**src/rtl/tlpq_pkg.sv**
```systemverilog
package tlpq_pkg;
  typedef enum logic [1:0] {
    SQ_IDLE = 2'd0,
    SQ_HOLD = 2'd1,
    SQ_SEND = 2'd2
  } sq_state_e;

  // number of 64-bit beats for a given request shape
  function automatic logic [1:0] beat_count(input logic has_data, input logic aligned);
    return (has_data && aligned) ? 2'd3 : 2'd2;
  endfunction
endpackage

```
**src/rtl/tlpq_capture.sv**
```systemverilog
module tlpq_capture #(
  parameter int DW        = 32,
  parameter int ADDR_W    = 32,
  parameter int ALIGN_BIT = 2
) (
  input  logic          clk_i,
  input  logic          rst_i,
  input  logic          load_i,
  input  logic [DW-1:0] hdr0_i,
  input  logic [DW-1:0] hdr1_i,
  input  logic [DW-1:0] hdr2_i,
  input  logic [DW-1:0] data_i,
  input  logic          has_data_i,
  input  logic [ADDR_W-1:0] addr_i,
  output logic [DW-1:0] hdr0_o,
  output logic [DW-1:0] hdr1_o,
  output logic [DW-1:0] hdr2_o,
  output logic [DW-1:0] data_o,
  output logic          has_data_o,
  output logic          aligned_o
);
  always_ff @(posedge clk_i) begin
    if (rst_i) begin
      hdr0_o     <= '0;
      hdr1_o     <= '0;
      hdr2_o     <= '0;
      data_o     <= '0;
      has_data_o <= 1'b0;
      aligned_o  <= 1'b0;
    end else if (load_i) begin
      hdr0_o     <= hdr0_i;
      hdr1_o     <= hdr1_i;
      hdr2_o     <= hdr2_i;
      data_o     <= data_i;
      has_data_o <= has_data_i;
      aligned_o  <= ~addr_i[ALIGN_BIT];
    end
  end
endmodule

```
**src/rtl/tlpq_layout.sv**
```systemverilog
module tlpq_layout #(
  parameter int DW     = 32,
  parameter int BEAT_W = 2
) (
  input  logic [BEAT_W-1:0] beat_i,
  input  logic [DW-1:0]     hdr0_i,
  input  logic [DW-1:0]     hdr1_i,
  input  logic [DW-1:0]     hdr2_i,
  input  logic [DW-1:0]     data_i,
  input  logic              has_data_i,
  input  logic              aligned_i,
  output logic [2*DW-1:0]   word_o,
  output logic              last_o
);
  import tlpq_pkg::*;

  logic [DW-1:0] lo_half, hi_half;
  logic [1:0]    nbeats;

  always_comb begin
    lo_half = '0;
    hi_half = '0;
    case (beat_i)
      BEAT_W'(0): begin
        lo_half = hdr0_i;
        hi_half = hdr1_i;
      end
      BEAT_W'(1): begin
        lo_half = hdr2_i;
        hi_half = (has_data_i && !aligned_i) ? data_i : '0;
      end
      BEAT_W'(2): begin
        lo_half = data_i;
        hi_half = '0;
      end
      default: begin
        lo_half = '0;
        hi_half = '0;
      end
    endcase
  end

  assign nbeats = beat_count(has_data_i, aligned_i);
  assign word_o = {hi_half, lo_half};
  assign last_o = (beat_i == BEAT_W'(nbeats - 2'd1));
endmodule

```
**src/rtl/tlpq_seq.sv**
```systemverilog
module tlpq_seq #(
  parameter int BEAT_W = 2
) (
  input  logic              clk_i,
  input  logic              rst_i,
  input  logic              start_i,
  input  logic              is_cfg_i,
  input  logic              link_up_i,
  input  logic              ready_i,
  input  logic              last_i,
  output logic              load_o,
  output tlpq_pkg::sq_state_e state_o,
  output logic [BEAT_W-1:0] beat_o,
  output logic              valid_o
);
  import tlpq_pkg::*;

  sq_state_e         st_q, st_d;
  logic [BEAT_W-1:0] beat_q, beat_d;

  assign load_o = (st_q == SQ_IDLE) && start_i;

  always_comb begin
    st_d   = st_q;
    beat_d = beat_q;
    case (st_q)
      SQ_IDLE: begin
        if (start_i) begin
          beat_d = '0;
          st_d   = (is_cfg_i && !link_up_i) ? SQ_HOLD : SQ_SEND;
        end
      end
      SQ_HOLD: begin
        if (link_up_i) st_d = SQ_SEND;
      end
      SQ_SEND: begin
        if (ready_i) begin
          if (last_i) st_d = SQ_IDLE;
          else        beat_d = beat_q + BEAT_W'(1);
        end
      end
      default: st_d = SQ_IDLE;
    endcase
  end

  always_ff @(posedge clk_i) begin
    if (rst_i) begin
      st_q   <= SQ_IDLE;
      beat_q <= '0;
    end else begin
      st_q   <= st_d;
      beat_q <= beat_d;
    end
  end

  assign state_o = st_q;
  assign beat_o  = beat_q;
  assign valid_o = (st_q == SQ_SEND);
endmodule

```
**src/rtl/tlp_qw_packer.sv**
```systemverilog
module tlp_qw_packer #(
  parameter int DW        = 32,
  parameter int ADDR_W    = 32,
  parameter int ALIGN_BIT = 2,
  parameter int BEAT_W    = 2
) (
  input  logic              clk_i,
  input  logic              rst_i,
  input  logic              start_i,
  input  logic [DW-1:0]     hdr0_i,
  input  logic [DW-1:0]     hdr1_i,
  input  logic [DW-1:0]     hdr2_i,
  input  logic              has_data_i,
  input  logic [DW-1:0]     data_i,
  input  logic [ADDR_W-1:0] addr_i,
  input  logic              is_cfg_i,
  input  logic              link_up_i,
  input  logic              ready_i,
  output logic [2*DW-1:0]   out_data_o,
  output logic              out_valid_o,
  output logic              out_last_o
);
  import tlpq_pkg::*;

  logic              load;
  sq_state_e         seq_state;
  logic [BEAT_W-1:0] beat;
  logic              valid;
  logic [DW-1:0]     c_h0, c_h1, c_h2, c_data;
  logic              c_has_data, c_aligned;
  logic [2*DW-1:0]   word;
  logic              word_last;
  logic              holding;

  tlpq_capture #(.DW(DW), .ADDR_W(ADDR_W), .ALIGN_BIT(ALIGN_BIT)) u_cap (
    .clk_i(clk_i), .rst_i(rst_i), .load_i(load),
    .hdr0_i(hdr0_i), .hdr1_i(hdr1_i), .hdr2_i(hdr2_i), .data_i(data_i),
    .has_data_i(has_data_i), .addr_i(addr_i),
    .hdr0_o(c_h0), .hdr1_o(c_h1), .hdr2_o(c_h2), .data_o(c_data),
    .has_data_o(c_has_data), .aligned_o(c_aligned)
  );

  tlpq_layout #(.DW(DW), .BEAT_W(BEAT_W)) u_lay (
    .beat_i(beat), .hdr0_i(c_h0), .hdr1_i(c_h1), .hdr2_i(c_h2),
    .data_i(c_data), .has_data_i(c_has_data), .aligned_i(c_aligned),
    .word_o(word), .last_o(word_last)
  );

  tlpq_seq #(.BEAT_W(BEAT_W)) u_seq (
    .clk_i(clk_i), .rst_i(rst_i), .start_i(start_i), .is_cfg_i(is_cfg_i),
    .link_up_i(link_up_i), .ready_i(ready_i), .last_i(word_last),
    .load_o(load), .state_o(seq_state), .beat_o(beat), .valid_o(valid)
  );

  assign holding     = (seq_state == SQ_HOLD);
  assign out_valid_o = valid;
  assign out_data_o  = valid ? word : '0;
  assign out_last_o  = valid & word_last;
endmodule

```
**config.mk**
```make
export PLATFORM = sky130hd
export DESIGN_NAME = tlp_qw_packer
export DESIGN_NICKNAME = d
export VERILOG_FILES = /design/src/rtl/tlpq_pkg.sv /design/src/rtl/tlpq_capture.sv /design/src/rtl/tlpq_layout.sv /design/src/rtl/tlpq_seq.sv /design/src/rtl/tlp_qw_packer.sv
export SDC_FILE = /design/constraint.sdc
export NUM_CORES = 1
export LEC_CHECK = 0
export ABC_AREA = 1
export ABC_CLOCK_PERIOD_IN_PS = 2300
export BUFFER_PORTS_ARGS = -buffer_cell sky130_fd_sc_hd__buf_2
export CAP_MARGIN = 20
export CORE_MARGIN = 2
export CORE_UTILIZATION = 49
export CTS_CLUSTER_SIZE = 10
export DETAILED_ROUTE_END_ITERATION = 12
export GPL_ROUTABILITY_DRIVEN = 0
export HOLD_SLACK_MARGIN = 0.08
export PLACE_DENSITY = 0.87
export RECOVER_POWER = 100
export SKIP_LAST_GASP = 1
export SLEW_MARGIN = 20
export SYNTH_ARGS = -nofsm -noshare
export SYNTH_HDL_FRONTEND = slang
export SYNTH_SLANG_ARGS = --single-unit
```
**constraint.sdc**
```tcl
create_clock -name clk_i -period 2.3 [get_ports clk_i]
set_input_delay 0.46 -clock clk_i [delete_from_list [all_inputs] [get_ports clk_i]]
set_output_delay 0.46 -clock clk_i [all_outputs]
set_load 0.02 [all_outputs]
```
Yosys cells after proc, flatten, opt, wreduce, memory -nomap -nowiden. Cells that the tools add are included.

Register bits: 134. Bits of input ports: 167. Output and inout port bits: 66. Logic and storage cells: 48.

Add/sub/neg operators: 2. Equality and inequality tests: 10. Multiplexer cells: 15. Bitwise logic cells: 2. Reductions and logical operators: 11.

Operators by type and width (number): one-hot mux 32 bit (3 select lines) (1); two-way mux 64 bit (1); one-hot mux 32 bit (2 select lines) (1); two-way mux 32 bit (1); two-way mux 2 bit (8); != test 2 bit (second input constant) (4); AND reduction 4 bit (2); one-hot mux 2 bit (3 select lines) (1); == test 2 x 1 -> 1 bit (second input constant) (2); == test 2 bit (second input constant) (2); logical AND 1 bit (4); zero test 2 bit (2); one-hot mux 2 bit (2 select lines) (1); adder 2 x 1 -> 2 bit (second input constant) (1); == test 2 bit (1); zero test 1 bit (2); != test 2 x 1 -> 1 bit (second input constant) (1); nonzero test 2 bit (1); subtractor 2 x 1 -> 2 bit (second input constant) (1); AND 1 bit (1); two-way mux 1 bit (1); inverter 1 bit (1).

Longest topological paths before layout.
Word-level depth: 7. Depth in mapped cells: 9. Depth with buffers taken out: 9.

Modules after synthesis. From an unflattened synthesis, not the netlist that was laid out.

Cells, all modules: 1269. Area total of the unflattened synthesis: 7547.2 sq um.

By module, submodules not included: tlpq_capture (instances 1, cells each 823, area an instance 5400.2 sq um, seq. area each 2602.5 sq um); tlpq_layout (instances 1, cells each 263, area an instance 1305.0 sq um, seq. area each 0.0 sq um); tlp_qw_packer (instances 1, cells each 137, area an instance 556.8 sq um, seq. area each 0.0 sq um); tlpq_seq (instances 1, cells each 46, area an instance 285.3 sq um, seq. area each 80.1 sq um).

Least setup slack after synthesis. OpenSTA, ideal clock, no wires.

Kind: reg-to-output. From: register u_seq.beat_q[1] (netlist: u_seq.beat_o[1]). To: output port out_data_o[33]. Data arrival time: 1558 ps. Data required time: 1840 ps. Slack: 282 ps. Cell stages (with the launch flop): 8. Buffers on the path: 2. Cell sequence: dfxtp_1 > inv_1 > ha_1 > clkbuf_2 > nor3b_2 > buf_2 > nand2_1 > a21oi_1.

Longest elaborated chain between the ends: 3. Elaborated cells between the ends (all ways): 4. Those cells by class: 1 x eq/ne; 2 x mux; 1 x reduce/logical.

Ends and longest elaborated chain: from (decl) (line tlpq_seq.sv:19) `logic [BEAT_W-1:0] beat_q, beat_d;`; from (signal assigned) (line tlpq_seq.sv:52) `beat_q <= beat_d;`; == test 2 x 1 -> 1 bit or zero test 2 bit (tied branches) (line tlpq_layout.sv:23) `case (beat_i)`; one-hot mux 32 bit (2 select lines) * (line tlpq_layout.sv:23); two-way mux 64 bit * (line tlp_qw_packer.sv:57) `assign out_data_o = valid ? word : '0;`; to (decl) (line tlp_qw_packer.sv:19) `output logic [2*DW-1:0] out_data_o,`.

Every way passes the cells marked *; elsewhere a longest branch is shown, timed or not.

Worst setup path in the final report.
From: register u_seq.beat_q[0] (netlist: u_seq.beat_o[0]). To: output port out_data_o[35].

Same word-level chain as after synthesis.

==> results.py <==
metrics = {
    "worst_setup_path": {
        "crit_path_max_incr_delay_ns": 0.38,
        "worstPathArrival_ns": 1.82,
        "critPathKind": "flip-flop to primary output",
        "cp-start-kind": "flip-flop",
        "crit_family": "buffers and inverters",
        "cp_slowest_cell": "dfxtp_4",
        "crit_required_ns": 1.84,
        "worstPathMaxFanout": 8,
        "cp.buffers_inverters": 3,
        "cp-end-kind": "primary output",
        "cp_cell_sequence": "ha_4 > nor3b_4 > buf_6 > buf_16 > nand2_1 > a21oi_2 > buf_4",
    },
    "floorplanning": {
        "die_x_um": 116,
        "rows": 40,
        "start_util": 0.507,
        "die_h_um": 116,
        "design.portCount": 233,
        "fp.coreArea_mm2": 0.0121,
        "die-area_mm2": 0.0134,
    },
    "drt": {
        "ant_nets": 0,
        "vias_per_cell": 5.03,
        "routed_wl_um": 18900,
        "drtPass1Iterations": 4,
        "wl_per_cell_um": 14.5,
        "num_vias": 6552,
        "drc": 0,
        "drt_iter0_drc": 581,
    },
    "job": {
        "maxCapViolCount": 0,
    },
    "timing": {
        "setup_violations": 0,
        "final.min_clock_period_ns": 2.28,
        "final-hold-violation-count": 0,
        "slew_viol_final": 0,
        "tns_ns": 0,
        "finalCritPeriodShare": 0.992,
        "clock_skew_ns": 0.00697,
        "relSlewSlack": 0.699,
        "rsz0062_at_grt": "yes",
        "fmax_ghz": 0.438,
        "worst_pin_slew_ns": 0.452,
    },
    "synthesis": {
        "netlist_instances": 935,
        "avgSynthCellArea_um2": 6.57,
        "syn_area_mm2": 0.00614,
        "yosysSeqAreaShare": 0.437,
        "syn_nets": 1106,
        "ys_ff_latch": 134,
        "synth_cell_type_count": 22,
        "yosysWarnings": 0,
    },
    "finish": {
        "stdcell_area_mm2": 0.00828,
        "final_layout_size_suffix_gt1_frac": 0.267,
        "areaGrowthSynthToFinish_pct": 34.9,
        "nFillCells": 1057,
        "multi_input_area_mm2": 0.00306,
        "seq_area_mm2": 0.00269,
        "nNetsFinal": 1294,
    },
    "global_routing": {
        "grt_pass1_vias": 5745,
        "antenna_found_initial": 4,
        "grt_pass1_wl_um": 27800,
        "grt_usage": 0.266,
        "grt_max_degree": 114,
        "overflow": 0,
    },
    "worst_hold_path": {
        "hold_class": "input port to flip-flop",
    },
    "cts": {
        "clock_latency_ns": 0.41,
        "h-tree-depth": 4,
        "cts.sinks": 134,
        "cts_root_buf": "clkbuf_16",
        "cts_buffers": 17,
        "clk_pin_slew_ns": 0.05,
        "clockBufferDepth": 2,
        "cts_tree": "yes",
    },
    "place": {
        "placed_area_mm2": 0.00724,
        "io_buffers": 201,
        "hpwl_um": 12300,
    },
    "run_status": {
        "status": "completed",
    },
    "power_and_ir_drop": {
        "p_per_area_mw_per_mm2": 1180,
        "ir_worst_vdd_uv": 557,
        "p_leak_nw": 4.02,
    },
}
registers in the layout, indices dropped and copies added, names as in the netlist:
name	cells
u_cap.has_data_o	1
u_cap.data_o	32
u_cap.hdr0_o	32
u_seq.beat_o	2
u_cap.aligned_o	1
u_cap.hdr1_o	32
u_cap.hdr2_o	32
u_seq.state_o	2
metal layers:
| metal | vias up | wire, um | GRT usage |
|---|---|---|---|
| li1 | 3313 | - | - |
| met1 | 2912 | 8330 | 0.352 |
| met2 | 277 | 8560 | 0.415 |
| met3 | 46 | 1390 | 0.0622 |
| met4 | 4 | 564 | 0.124 |
| met5 | - | 34 | 0 |
cells by family after synthesis:
family | share of synthesized area
buf+inv | 0.0864
fa+ha+maj | 0.00815
simple gates | 0.332
compound gates | 0.136
flops | 0.437
what timing repair did:
item / 4_1_cts / 5_1_grt
setup buffers: 9 / 4
resized for setup: 30 / 54
gates cloned: 2 / 3
pin swaps: 3 / 10
hold buffers: 0 / 0
endpoints found under the setup margin: 64 / 64
report_power, final:
part	leakage (nW)	switching (mW)	internal (mW)
registers	1.11	0.490	3.05
logic	2.65	2.37	1.44
clock network	0.266	0.914	1.55
worst paths after layout:
path | slack (ns) | cells past startpoint | to | start
setup / recovery | 0.02 | 7 | out_data_o[35] | u_seq.beat_o[0]
hold / removal | 0.23 | 2 | u_cap.aligned_o | addr_i[2]
setup reg to reg | 0.60 | 6 | u_cap.hdr1_o[28] | u_seq.state_o[0]
hold reg to reg | 0.48 | 2 | u_cap.hdr0_o[11] | u_cap.hdr0_o[11]
final cells by class:
class / instances / share of cell area
Tap cell: 168 / 0.0254
Sequential cell: 134 / 0.325
Inverter: 48 / 0.0227
Multi-Input combinational cell: 688 / 0.370
Clock inverter: 5 / 0.00604
Timing Repair Buffer: 234 / 0.193
Clock buffer: 24 / 0.0581
Antenna cell: 2 / 0.000604
layout by cell type, fill, tap and decap left out, types with 6 or more instances in the layout:
cell type | synthesis | layout
nor2_1 | 264 | 264
nand3_1 | 40 | 40
a21oi_1 | 36 | 18
o21ai_0 | 95 | 95
buf_4 | 9 | 38
nand2_1 | 207 | 200
nand2_2 | 0 | 6
a21oi_2 | 0 | 18
buf_6 | 6 | 12
clkbuf_16 | 0 | 20
dfxtp_1 | 134 | 131
inv_1 | 45 | 42
buf_12 | 0 | 10
buf_2 | 21 | 169
o21ai_1 | 35 | 35
synthesized netlist by cell type:
master,number,share of area
nand2_1,207,0.13
inv_1,45,0.028
o21ai_0,95,0.077
nor2_1,264,0.16
buf_1,3,0.0018
a21oi_1,36,0.029
nand4_1,1,0.0010
buf_4,9,0.011
nor2_4,2,0.0037
buf_2,21,0.017
nor3b_2,1,0.0020
nor2_8,1,0.0033
buf_6,6,0.011
a31oi_1,1,0.0010
o21ai_1,35,0.029
dfxtp_1,134,0.44
clkbuf_1,25,0.015
nand2_4,1,0.0018
ha_1,4,0.0082
nand3_1,40,0.033
inv_2,3,0.0018
clkbuf_2,1,0.00081
through the flow:
stage | total power, mW | hold slack (ns) | setup slack, ns | utilization | cells
after floorplan | 5.93 | 0.454 | 0.282 | - | 935
after global placement | 6.75 | 0.461 | 0.303 | 0.598 | 1254
after detailed placement | 6.86 | 0.471 | 0.292 | 0.598 | 1254
after CTS | 9.49 | 0.211 | -0.0393 | 0.660 | 1294
after global routing | 10.4 | 0.223 | -0.0788 | 0.684 | 1303
final | 9.80 | 0.227 | 0.0190 | 0.684 | 1303
Note: power is estimated with default switching activity, not from simulation.
